$ cat src/rtl/uart_irq_pkg.sv
package uart_irq_pkg;

   typedef enum logic [3:0] {
      ID_NONE    = 4'b0001,
      ID_LINE    = 4'b0110,
      ID_RXDATA  = 4'b0100,
      ID_TMO     = 4'b1100,
      ID_TXEMPTY = 4'b0010
   } irq_id_e;

   // trigger level in characters for a select value and FIFO depth
   function automatic int unsigned trig_chars(input logic [1:0] sel, input int unsigned depth);
      case (sel)
         2'b00:   return 1;
         2'b01:   return depth / 4;
         2'b10:   return depth / 2;
         default: return depth - 2;
      endcase
   endfunction

endpackage

$ cat src/rtl/uart_irq_trig.sv
module uart_irq_trig #(
   parameter int unsigned FIFO_DEPTH = 16,
   localparam int unsigned LVL_W     = $clog2(FIFO_DEPTH + 1)
) (
   input  logic [LVL_W-1:0] rx_level,
   input  logic [1:0]       trig_sel,
   output logic             hit
);
   import uart_irq_pkg::*;

   logic [LVL_W-1:0] thresh;

   generate
      if (FIFO_DEPTH == 16) begin : g_fixed16
         always_comb begin
            case (trig_sel)
               2'b00:   thresh = LVL_W'(1);
               2'b01:   thresh = LVL_W'(4);
               2'b10:   thresh = LVL_W'(8);
               default: thresh = LVL_W'(14);
            endcase
         end
      end else begin : g_computed
         localparam logic [LVL_W-1:0] T0 = LVL_W'(trig_chars(2'b00, FIFO_DEPTH));
         localparam logic [LVL_W-1:0] T1 = LVL_W'(trig_chars(2'b01, FIFO_DEPTH));
         localparam logic [LVL_W-1:0] T2 = LVL_W'(trig_chars(2'b10, FIFO_DEPTH));
         localparam logic [LVL_W-1:0] T3 = LVL_W'(trig_chars(2'b11, FIFO_DEPTH));
         always_comb begin
            case (trig_sel)
               2'b00:   thresh = T0;
               2'b01:   thresh = T1;
               2'b10:   thresh = T2;
               default: thresh = T3;
            endcase
         end
      end
   endgenerate

   assign hit = (rx_level >= thresh);

endmodule

$ cat src/rtl/uart_irq_txe.sv
module uart_irq_txe #(
   parameter int unsigned HOLDOFF_CYC = 40,
   localparam int unsigned CW         = $clog2(HOLDOFF_CYC + 1)
) (
   input  logic clk,
   input  logic rst_n,
   input  logic tx_empty,
   input  logic thr_wr,
   input  logic iir_clr,
   output logic pend
);
   localparam logic [CW-1:0] RELOAD = CW'(HOLDOFF_CYC);

   logic [CW-1:0] hold_cnt;
   logic          qual, qual_q;

   always_ff @(posedge clk or negedge rst_n) begin
      if (!rst_n)              hold_cnt <= RELOAD;
      else if (thr_wr)         hold_cnt <= RELOAD;
      else if (hold_cnt != '0) hold_cnt <= hold_cnt - CW'(1);
   end

   assign qual = tx_empty && (hold_cnt == '0);

   always_ff @(posedge clk or negedge rst_n) begin
      if (!rst_n) begin
         qual_q <= 1'b0;
         pend   <= 1'b0;
      end else begin
         qual_q <= qual;
         if (thr_wr)              pend <= 1'b0;
         else if (qual && !qual_q) pend <= 1'b1;
         else if (iir_clr)        pend <= 1'b0;
      end
   end

   AST_WR_CLEARS: assert property (@(posedge clk) disable iff (!rst_n)
      thr_wr |=> !pend);
   AST_HOLDOFF_DONE: assert property (@(posedge clk) disable iff (!rst_n)
      $rose(pend) |-> ($past(hold_cnt) == '0 && $past(tx_empty)));

endmodule

$ cat src/rtl/uart_irq_prio.sv
module uart_irq_prio
   import uart_irq_pkg::*;
(
   input  logic    clk,
   input  logic    rst_n,
   input  logic    src_line,
   input  logic    src_rxdata,
   input  logic    src_tmo,
   input  logic    src_txe,
   output irq_id_e id
);
   always_comb begin
      if (src_line)        id = ID_LINE;
      else if (src_rxdata) id = ID_RXDATA;
      else if (src_tmo)    id = ID_TMO;
      else if (src_txe)    id = ID_TXEMPTY;
      else                 id = ID_NONE;
   end

   AST_RXDATA_FIRST: assert property (@(posedge clk) disable iff (!rst_n)
      (src_rxdata && src_tmo && !src_line) |-> id == ID_RXDATA);
   AST_LINE_TOP: assert property (@(posedge clk) disable iff (!rst_n)
      src_line |-> id == ID_LINE);

endmodule

$ cat src/rtl/uart_irq_ident.sv
module uart_irq_ident
   import uart_irq_pkg::*;
#(
   parameter int unsigned FIFO_DEPTH  = 16,
   parameter int unsigned HOLDOFF_CYC = 40,
   localparam int unsigned LVL_W      = $clog2(FIFO_DEPTH + 1)
) (
   input  logic             clk,
   input  logic             rst_n,
   input  logic [3:0]       ien,
   input  logic             rx_err_evt,
   input  logic             lsr_rd,
   input  logic [LVL_W-1:0] rx_level,
   input  logic [1:0]       trig_sel,
   input  logic             tmo_evt,
   input  logic             rx_rd,
   input  logic             rx_wr,
   input  logic             tx_empty,
   input  logic             thr_wr,
   input  logic             iir_rd,
   output logic [3:0]       id_code,
   output logic             int_n,
   output logic             irq
);
   generate
      if (FIFO_DEPTH < 8 || (FIFO_DEPTH & (FIFO_DEPTH - 1)) != 0) begin : g_bad_depth
         $error("FIFO_DEPTH must be a power of two of at least 8");
      end
      if (HOLDOFF_CYC < 1) begin : g_bad_holdoff
         $error("HOLDOFF_CYC must be at least 1");
      end
   endgenerate

   logic    line_pend, tmo_pend, rda_hit, txe_pend, txe_clr;
   irq_id_e id;

   always_ff @(posedge clk or negedge rst_n) begin
      if (!rst_n)          line_pend <= 1'b0;
      else if (rx_err_evt) line_pend <= 1'b1;
      else if (lsr_rd)     line_pend <= 1'b0;
   end

   always_ff @(posedge clk or negedge rst_n) begin
      if (!rst_n)              tmo_pend <= 1'b0;
      else if (rx_rd || rx_wr) tmo_pend <= 1'b0;
      else if (tmo_evt)        tmo_pend <= 1'b1;
   end

   uart_irq_trig #(.FIFO_DEPTH(FIFO_DEPTH)) u_trig (
      .rx_level (rx_level),
      .trig_sel (trig_sel),
      .hit      (rda_hit)
   );

   assign txe_clr = iir_rd && (id == ID_TXEMPTY);

   uart_irq_txe #(.HOLDOFF_CYC(HOLDOFF_CYC)) u_txe (
      .clk      (clk),
      .rst_n    (rst_n),
      .tx_empty (tx_empty),
      .thr_wr   (thr_wr),
      .iir_clr  (txe_clr),
      .pend     (txe_pend)
   );

   uart_irq_prio u_prio (
      .clk        (clk),
      .rst_n      (rst_n),
      .src_line   (line_pend & ien[0]),
      .src_rxdata (rda_hit   & ien[1]),
      .src_tmo    (tmo_pend  & ien[2]),
      .src_txe    (txe_pend  & ien[3]),
      .id         (id)
   );

   assign id_code = id;
   assign int_n   = id[0];
   assign irq     = ~id[0];

   AST_LSR_CLEARS: assert property (@(posedge clk) disable iff (!rst_n)
      (lsr_rd && !rx_err_evt) |=> !line_pend);
   AST_ACT_CLEARS_TMO: assert property (@(posedge clk) disable iff (!rst_n)
      (rx_rd || rx_wr) |=> !tmo_pend);
   AST_READ_KEEPS_TXE: assert property (@(posedge clk) disable iff (!rst_n)
      (iir_rd && txe_pend && id != ID_TXEMPTY && !thr_wr) |=> txe_pend);
   AST_IRQ_HAS_SOURCE: assert property (@(posedge clk) disable iff (!rst_n)
      irq |-> |({txe_pend, tmo_pend, rda_hit, line_pend} & ien));
   AST_CODE_LEGAL: assert property (@(posedge clk) disable iff (!rst_n)
      id_code inside {4'b0001, 4'b0110, 4'b0100, 4'b1100, 4'b0010});

endmodule

$ cat config.mk
export PLATFORM = sky130hd
export DESIGN_NAME = uart_irq_ident
export DESIGN_NICKNAME = d
export VERILOG_FILES = /design/src/rtl/uart_irq_pkg.sv /design/src/rtl/uart_irq_trig.sv /design/src/rtl/uart_irq_txe.sv /design/src/rtl/uart_irq_prio.sv /design/src/rtl/uart_irq_ident.sv
export SDC_FILE = /design/constraint.sdc
export NUM_CORES = 1
export LEC_CHECK = 0
export BUFFER_PORTS_ARGS = -buffer_cell sky130_fd_sc_hd__buf_2
export CAP_MARGIN = 20
export CORE_MARGIN = 2
export CORE_UTILIZATION = 45
export CTS_CLUSTER_SIZE = 10
export DETAILED_ROUTE_END_ITERATION = 16
export PLACE_DENSITY = 0.77
export SKIP_LAST_GASP = 1
export SYNTH_ARGS = -nofsm -noshare
export SYNTH_HDL_FRONTEND = slang
export SYNTH_SLANG_ARGS = --single-unit
export TNS_END_PERCENT = 30
$ cat constraint.sdc
create_clock -name clk -period 1.7 [get_ports clk]
set_input_delay 0.17 -clock clk [delete_from_list [all_inputs] [get_ports clk]]
set_output_delay 0.17 -clock clk [all_outputs]
set_load 0.02 [all_outputs]
# Yosys cells after proc, flatten, opt, wreduce, memory -nomap -nowiden
# Index checks and enable logic that the tools add are counted.
[word_totals] ff_bits=10 input_bits=21 output_inout_bits=6 wordCells=41
[op_classes] add_sub_neg=1 magnitude_cmp=1 n_eq_ne=3 muxes=14 n_bitwise=5 n_reduce_logical=12
[op_table] cell="$mux 4" n=3
[op_table] cell="$mux 6" n=2
[op_table] cell="$pmux 4 s3" n=1
[op_table] cell="$mux 1" n=7
[op_table] cell="$logic_not 6->1" n=1
[op_table] cell="$reduce_bool 2->1" n=3
[op_table] cell="$reduce_bool 6->1" n=1
[op_table] cell="$sub 6x1->6 const B" n=1
[op_table] cell="$ge 5x4->1" n=1
[op_table] cell="$and 1x1->1" n=4
[op_table] cell="$eq 4x2->1 const B" n=1
[op_table] cell="$logic_and 1x1->1" n=3
[op_table] cell="$reduce_bool 3->1" n=1
[op_table] cell="$eq 2x1->1 const B" n=1
[op_table] cell="$eq 2x2->1 const B" n=1
[op_table] cell="$logic_not 2->1" n=1
[op_table] cell="$mux 2" n=1
[op_table] cell="$logic_not 1->1" n=1
[op_table] cell="$logic_or 1x1->1" n=1
[op_table] cell="$not 1->1" n=1

# Depth between registers and ports, before layout
# Gate-level depths: netlist of the first run.
[logic_depth] ltp_word=11 ltp_mapped=7 mapped_depth_nobuf=6

# Hierarchy
# A second synthesis of the first run with hierarchy kept.
[unflattened] hier_cells=73 area_unflattened_um2=683.2
[by_module_without_submodules] module="uart_irq_txe" n_inst=1 cells_per_inst=39 area_per_inst_um2=412.9 seq_area_each_um2=202.7
[by_module_without_submodules] module="uart_irq_ident" n_inst=1 cells_per_inst=14 area_per_inst_um2=118.9 seq_area_each_um2=50.0
[by_module_without_submodules] module="uart_irq_trig" n_inst=1 cells_per_inst=15 area_per_inst_um2=112.6 seq_area_each_um2=0.0
[by_module_without_submodules] module="uart_irq_prio" n_inst=1 cells_per_inst=5 area_per_inst_um2=38.8 seq_area_each_um2=0.0

# Worst setup path before layout of the first run
# No wires, ideal clock.
[synth_path] path_type="input-to-output" startpoint="input trig_sel[0]" endpoint="output id_code[0]" arrival_ps=1794 setup_slack_ps=-264 cell_stages=7 n_path_buf=1 cell_sequence="inv_1 ha_1 a21oi_1 nor2_1 or3_1 a21oi_1 buf_4"
[synth_between] elab_chain_cells=6 elab_cells_between_ends=8
[synth_lines] item="start: declaration" line_no="uart_irq_ident.sv:14" source="input logic [1:0] trig_sel,"
[synth_lines] item="$eq 2x2->1 (tied with other cells)" line_no="uart_irq_trig.sv:16" source="case (trig_sel)"
[synth_lines] item="$pmux 4 s3 (*)" line_no="uart_irq_trig.sv:16"
[synth_lines] item="$ge 5x4->1 (*)" line_no="uart_irq_trig.sv:39" source="assign hit = (rx_level >= thresh);"
[synth_lines] item="$and 1x1->1 (*)" line_no="uart_irq_ident.sv:70" source=".src_rxdata (rda_hit & ien[1]),"
[synth_lines] item="$mux 4 (*)" line_no="uart_irq_prio.sv:14" source="else if (src_rxdata) id = ID_RXDATA;"
[synth_lines] item="$mux 4 (*)" line_no="uart_irq_prio.sv:13" source="if (src_line) id = ID_LINE;"
[synth_lines] item="end: declaration" line_no="uart_irq_ident.sv:21" source="output logic [3:0] id_code,"
# Mark *: on every way between the ends. The rest lies on a longest branch, timed or not.

# Worst setup path after layout of the first run
[layout_path] startpoint="register line_pend" endpoint="output irq"
[layout_between] elab_chain_cells=3
[layout_lines] item="start: declaration" line_no="uart_irq_ident.sv:34" source="logic line_pend, tmo_pend, rda_hit, txe_pend, txe_clr;"
[layout_lines] item="start signal: assignment" line_no="uart_irq_ident.sv:38" source="if (!rst_n) line_pend <= 1'b0;"
[layout_lines] item="start signal: assignment" line_no="uart_irq_ident.sv:39" source="else if (rx_err_evt) line_pend <= 1'b1;"
[layout_lines] item="start signal: assignment" line_no="uart_irq_ident.sv:40" source="else if (lsr_rd) line_pend <= 1'b0;"
[layout_lines] item="$and 1x1->1" line_no="uart_irq_ident.sv:69" source=".src_line (line_pend & ien[0]),"
[layout_lines] item="$mux 4" line_no="uart_irq_prio.sv:13"
[layout_lines] item="$not 1->1" line_no="uart_irq_ident.sv:78" source="assign irq = ~id[0];"
[layout_lines] item="end: declaration" line_no="uart_irq_ident.sv:23" source="output logic irq"
# Every way passes these cells.

==> impl_results.md, run 1 <==
- Seq/Total Area, Yosys: 40.3%
- Worst Path Buf+Inv: 1
- Stages on worst setup path: 5
- Worst Hold Depth: 2
- Ant diodes: 0
- Net Count, Synth: 94
- Layout cells sized above 1: 44.0%
- Die ar.: 1710 um2
- Worst EP required: 1.53 ns
- Gr ovfl total: 0
- Setup Skew: 0.00394 ns
- RSZ-0062 raised after global routing: yes
- Power Density: a little under 800 nW/um2
- Drt via density: 5.17
- CP top delay family: simple AND/OR/NAND/NOR gates
- Max Cap Violations: 0
- Commonest cells post-synth: 8 x dfrtp_1, 7 x nand2_1, 6 x inv_1
- Post-place instance area: ~800 um2
- Area grow syn2layout: 41.1%
- Largest area contributor in the netlist: dfrtp_1
- Final ANT Viol Nets: 0
- Post-synth EDFFs: 0
- Nets: 127
- Die Width: 41.3 um
- Final RePlAce weighted congestion: 0.646
- Async S/R FF share, synth: 100%
- Mean post-synth cell area: between 9 and 10 um2
- CP dominant cell by count: nand2_1
- TritonRoute pass-1 iters: 4
- Largest net degree at the start of global routing: 11
- Final min period: roughly 1.7 ns
- Critical path's slowest cell: or3_4
- Arrival @ worst endpoint: 1.50 ns
- Hold crit path type: in -> reg
- Initial antenna violation count: 0
- Yosys warns: 0
- Number of synthesized register bits: 10
- CP max FO: 3
- HPWL Detailed: a little under 1000 um
- Critical-path cell list: nand2_1, nand2_1, or3_4, a21o_1, buf_6
- TritonCTS buffer count: 3
- Fmax: 599 MHz
- CTS root buf: clkbuf_4
- WL final: 1260 um
- Leak Pwr: roughly 0.00043 uW
- Initial detailed-routing violation count: 4
- IO Port Bufs: 26
- Status: finished, final reports clean
- R2r worst-path depth: 7
- TritonCTS clock tree: yes
- Initial Util: between 40 and 50%
- Total track usage: 16.2%
- CP Launch Type: register
- Most used DFF post-synth: dfrtp_1
- Worst slew margin: between 70% and 80%
- Cells after Synth: 68
- Yosys top cell area share: between 30% and 40%
- Vias: 594
- Die H: 41.3 um
- Vias in the first global route: between 400 and 500
- Worst-margin pin slew: 0.345 ns
- Post-route clock period utilization: 98.1%
- Critical Path Max Stage Delay: 0.39 ns
- Cell Area, Synth: between 600 and 700 um2
- First-pass GRT wire length: approximately 1700 um
- Crit end category: primary output
- VDD IR max: 0.573 mV
- Final design utilization: 68.0%
- Core area: 1300 um2
- Htree depth: 1
- Final slew viol count: 0
- Final Hold Violating Endpoints: 0
- # setup viols final: 0
- Critical Setup Path Class: reg -> out
- Max Root-Sink Buffers: 2
- Synth unique cells: 27
- Residual DRC count: 0
- Clock transition at path regs: 0.06 ns
- Most frequent cell after synthesis: dfrtp_1
- Clock Latency Late Sink: ~0.26 ns
- Post-route design area: between 800 and 900 um2
- # clock sinks: 10
- Top Ports: 27
- Area contributors post-synth: dfrtp_1 32%, ha_1 10%, dfstp_2 8.4%, nand2_1 4.2%, a21oi_1 4.0%
- Avg WL per Cell: 10.9 um
- Rows: 13
[final cells by class]
type | count | area, um2
multi-input cells | 51 | 387
flip-flops and latches | 10 | 253
fillers | 117 | 417
repair buffers | 29 | 168
inverters | 6 | 22.5
well taps | 15 | 18.8
clock buffers | 4 | 36.3
[sequential cells by signal (all words and copies together) (netlist names)]
signal	flops
u_txe.hold_cnt	6
line_pend	1
tmo_pend	1
u_txe.pend	1
u_txe.qual_q	1
[path summary, 6_finish.rpt]
path	slack, ns	startpoint	end
min	0.05	rx_rd	tmo_pend
max reg2reg	0.06	u_txe.hold_cnt[0]	u_txe.hold_cnt[0]
max	0.03	line_pend	irq
min reg2reg	0.49	line_pend	line_pend
min in group asynchronous	0.30	rst_n	u_txe.hold_cnt[4]
max in group asynchronous	1.14	rst_n	u_txe.hold_cnt[3]
[stage by stage]
stage	setup WS [ns]	hold slack (ns)	total power, uW	std cells	setup TNS (ns)
finish	0.0315	0.0519	685	115	0
CTS	0.0121	0.0441	692	113	0
floorplan	0.0374	-0.126	404	68	0
detailed placement	-0.00744	0.0369	464	108	-0.00744
global placement	0.0102	0.0378	457	108	0
global route	-0.0597	0.0492	726	115	-0.246
[report_power, final]
group          total (uW)  internal [uW]  switching, uW
Combinational         189           93.1           95.9
Sequential            287            264           22.3
Clock                 209            130           79.3
Total                 685            488            197
[routing by layer]
layer	share of wire, %	vias to the layer above	GRT usage [%]
met5	0	-	0
met4	1.9	0	12.1
met3	7.3	4	3.19
met2	48	18	25.4
met1	43	268	19.5
li1	-	304	-
[kinds of logic (layout without fill, tap and decap cells)]
kind of cell / Yosys count / after routing / share of synthesized area [%]
simple gates: 29 / 29 / 27.1
xor+xnor: 1 / 1 / 1.40
buf+inv: 7 / 39 / 4.79
flops: 10 / 10 / 40.3
fa+ha+maj: 5 / 5 / 9.98
compound gates: 16 / 16 / 16.4
[cells in the final DEF, fill, tap and decap left out, types with 2 or more instances in the layout]
cell type	n
inv_1	6
o21ai_0	3
dfstp_2	2
buf_4	2
nor3_1	3
buf_6	2
dfrtp_1	8
nand3b_1	2
or3_4	2
a21oi_1	3
ha_1	4
a21o_1	2
clkbuf_4	3
nand2_1	6
nor2b_1	2
buf_2	24
nor2_1	4
nand2b_1	2
[what timing repair did]
action	CTS	global route
gates resized for setup	8	0
cloned	0	0
endpoints found under the setup margin	3	6
setup buffers	0	2
pin swaps	5	1
hold buffers	1	0
endpoints found under the hold margin	10	0
Power figures use the tool's default switching activity.
==> run 2, diff against run 1 <==
Settings changed: CORE_UTILIZATION 45 to 48, CTS_BUF_LIST set to sky130_fd_sc_hd__clkbuf_4 sky130_fd_sc_hd__clkbuf_8, PLACE_DENSITY 0.77 to 0.82, RECOVER_POWER set to 25.
==> run 2 against run 1 <==
Register-to-register slack improved by 0.07 ns. Global-route usage increased by 1.8 points. Design area increased by 9.2%. Largest cell class unchanged. Critical path type is now in -> out. Critical endpoint unchanged.
==> impl_results.md, run 2 (synthesis gave the netlist of run 1 again) <==
- Status: finished, final reports clean
- Area grow syn2layout: 54.1%
- Nets: 127 (unchanged)
- Largest register FFs: 6 (unchanged)
- Die H: 40.1 um (-2.9%)
- Fmax: 595 MHz (-0.72%)
- Max Cap Violations: 0 (unchanged)
- Hold crit path type: in -> reg
- Die ar.: 1610 um2 (-5.7%)
- Sequential cell fraction of total power: 40.0% (-1.9 points)
- Setup Skew: 0.00100 ns (-0.00294 ns)
- Clock power share: 29.4% (-1.2 points)
- Sw Share: 30.5% (+1.7 points)
- WL final: 1640 um (+30%)
- Vias: 627 (+5.6%)
- Initial detailed-routing violation count: 10 (+6)
- VDD IR max: 0.534 mV (-6.8%)
- Core area: 1250 um2 (-3.8%)
- Clock transition at path regs: 0.07 ns (about the same)
- HPWL Detailed: 1010 um (+3.7%)
- Die Width: 40.1 um (-2.9%)
- RSZ-0062 raised after global routing: yes
- Max Root-Sink Buffers: 2 (unchanged)
- # setup viols final: 0 (unchanged)
- Cell Count, Final, Fillers Out: 115 (unchanged)
- Arrival @ worst endpoint: 1.51 ns (about the same)
- Initial antenna violation count: 0 (unchanged)
- Gr ovfl total: 0 (unchanged)
- Final slew viol count: 0 (unchanged)
- Total power: 725 uW (+5.9%)
- Initial Util: 50.0% (+1.9 points)
- Most common cell after layout, fill and taps aside: buf_2
- TritonCTS clock tree: yes
- CTS root buf: clkbuf_4
- Leak Pwr: 0.000439 uW (+1.9%)
- Worst slew margin: 64.7% (-12 points)
- Worst EP required: 1.53 ns (about the same)
- Residual DRC count: 0 (unchanged)
- Worst-margin pin slew: 0.530 ns (+0.185 ns)
- Final min period: 1.68 ns (+0.0122 ns)
- Dpl cells: 108 (unchanged)
- Avg WL per Cell: 14.2 um (+30%)
- Clock Latency Late Sink: 0.26 ns (about the same)
- Sw Pwr: 221 uW (+12%)
- Fin worst setup slack: 0.0193 ns (-0.0122 ns)
- Top Ports: 27 (unchanged)
- TritonCTS buffer count: 3 (unchanged)
- CP max FO: 3 (unchanged)
- First-pass GRT wire length: 1900 um (+12%)
- # clock sinks: 10 (unchanged)
- Final Hold Violating Endpoints: 0 (unchanged)
- Final ANT Viol Nets: 0 (unchanged)
- Post-route clock period utilization: 98.9% (+0.71 points)
- TritonRoute pass-1 iters: 4 (unchanged)
- Crit end category: primary output
- Setup TNS: 0 ns (unchanged)
- IO Port Bufs: 26 (unchanged)
- Ant diodes: 0 (unchanged)
- Final RePlAce weighted congestion: 0.649 (+0.54%)
- Rows: 13 (unchanged)
- Largest net degree at the start of global routing: 11 (unchanged)
- Most frequent cells in the layout: 20 x buf_2, 8 x dfrtp_1, 5 x inv_1
- Hold Slack: 0.0783 ns (+0.0264 ns)
- Comb power frac: 30.6% (+3.0 points)
- Drt via density: 5.45 (+5.6%)
- CP Launch Type: input pin
- Vias in the first global route: 502 (+15%)
- Total track usage: 18.0% (+1.8 points)
- Largest Register: u_txe.hold_cnt
- Power Density: 751 nW/um2 (-3.0%)
- Htree depth: 1 (unchanged)
- P_int: 504 uW (+3.4%)
- Layout cells sized above 1: 52.0% (+8.0 points)
- Post-place setup slack: -0.0127 ns (-0.00523 ns)
- Critical Setup Path Class: in -> out
run 2: final cells by class:
class / instances / area, um2
multi-input cells: 51 / 447
fillers: 86 / 287
flip-flops and latches: 10 / 253
repair buffers: 29 / 189
clock buffers: 4 / 36.3
inverters: 6 / 22.5
well taps: 15 / 18.8
run 2: per-stage QoR:
| step | area, um2 | util (%) |
|---|---|---|
| final | 966 | 77.1 |
| after global routing | 966 | 77.1 |
| after CTS | 842 | 67.2 |
| after detailed placement | 785 | 62.6 |
| after global placement | 785 | 62.6 |
| after floorplan | 643 | - |
run 2: repair_timing:
item	in CTS	in global routing
hold buffers	1	0
pin swaps	2	9
endpoints found under the setup margin	3	7
resized for setup	4	23
buffers inserted	0	2
endpoints found under the hold margin	10	0
run 2: power groups by stage:
stage | Clock, uW | Sequential (uW) | Combinational (uW)
global placement | 0 | 290 | 166
CTS | 221 | 288 | 181
floorplan | 0 | 286 | 118
detailed placement | 0 | 291 | 172
finish | 214 | 290 | 222
global route | 231 | 291 | 245
run 2: path summary, 6_finish.rpt:
kind / from / slack (ns) / endpoint / depth (start not counted)
worst min-delay path: rx_wr / 0.08 / tmo_pend / 2
worst max register to register: u_txe.hold_cnt[0] / 0.13 / u_txe.hold_cnt[2] / 8
min in group asynchronous: rst_n / 0.39 / tmo_pend / 2
max in group asynchronous: rst_n / 0.94 / u_txe.hold_cnt[5] / 2
worst max-delay path: trig_sel[1] / 0.02 / irq / 8
worst min register to register: u_txe.qual_q / 0.50 / u_txe.pend / 2
run 2: critical path, stage by stage:
cell and delay (ns):
buf_8 0.10, nor2_4 0.11, ha_4 0.21, nor2b_4 0.12, o31ai_4 0.07, or3_4 0.41
a21o_1 0.18, buf_6 0.13
run 2: routing by layer:
layer | global-route usage (%) | routed length, um | vias up
li1 | - | - | 303
met1 | 18.7 | 666 | 306
met2 | 34.3 | 901 | 16
met3 | 1.67 | 62 | 2
met4 | 10.3 | 6 | 0
met5 | 0 | 0 | -
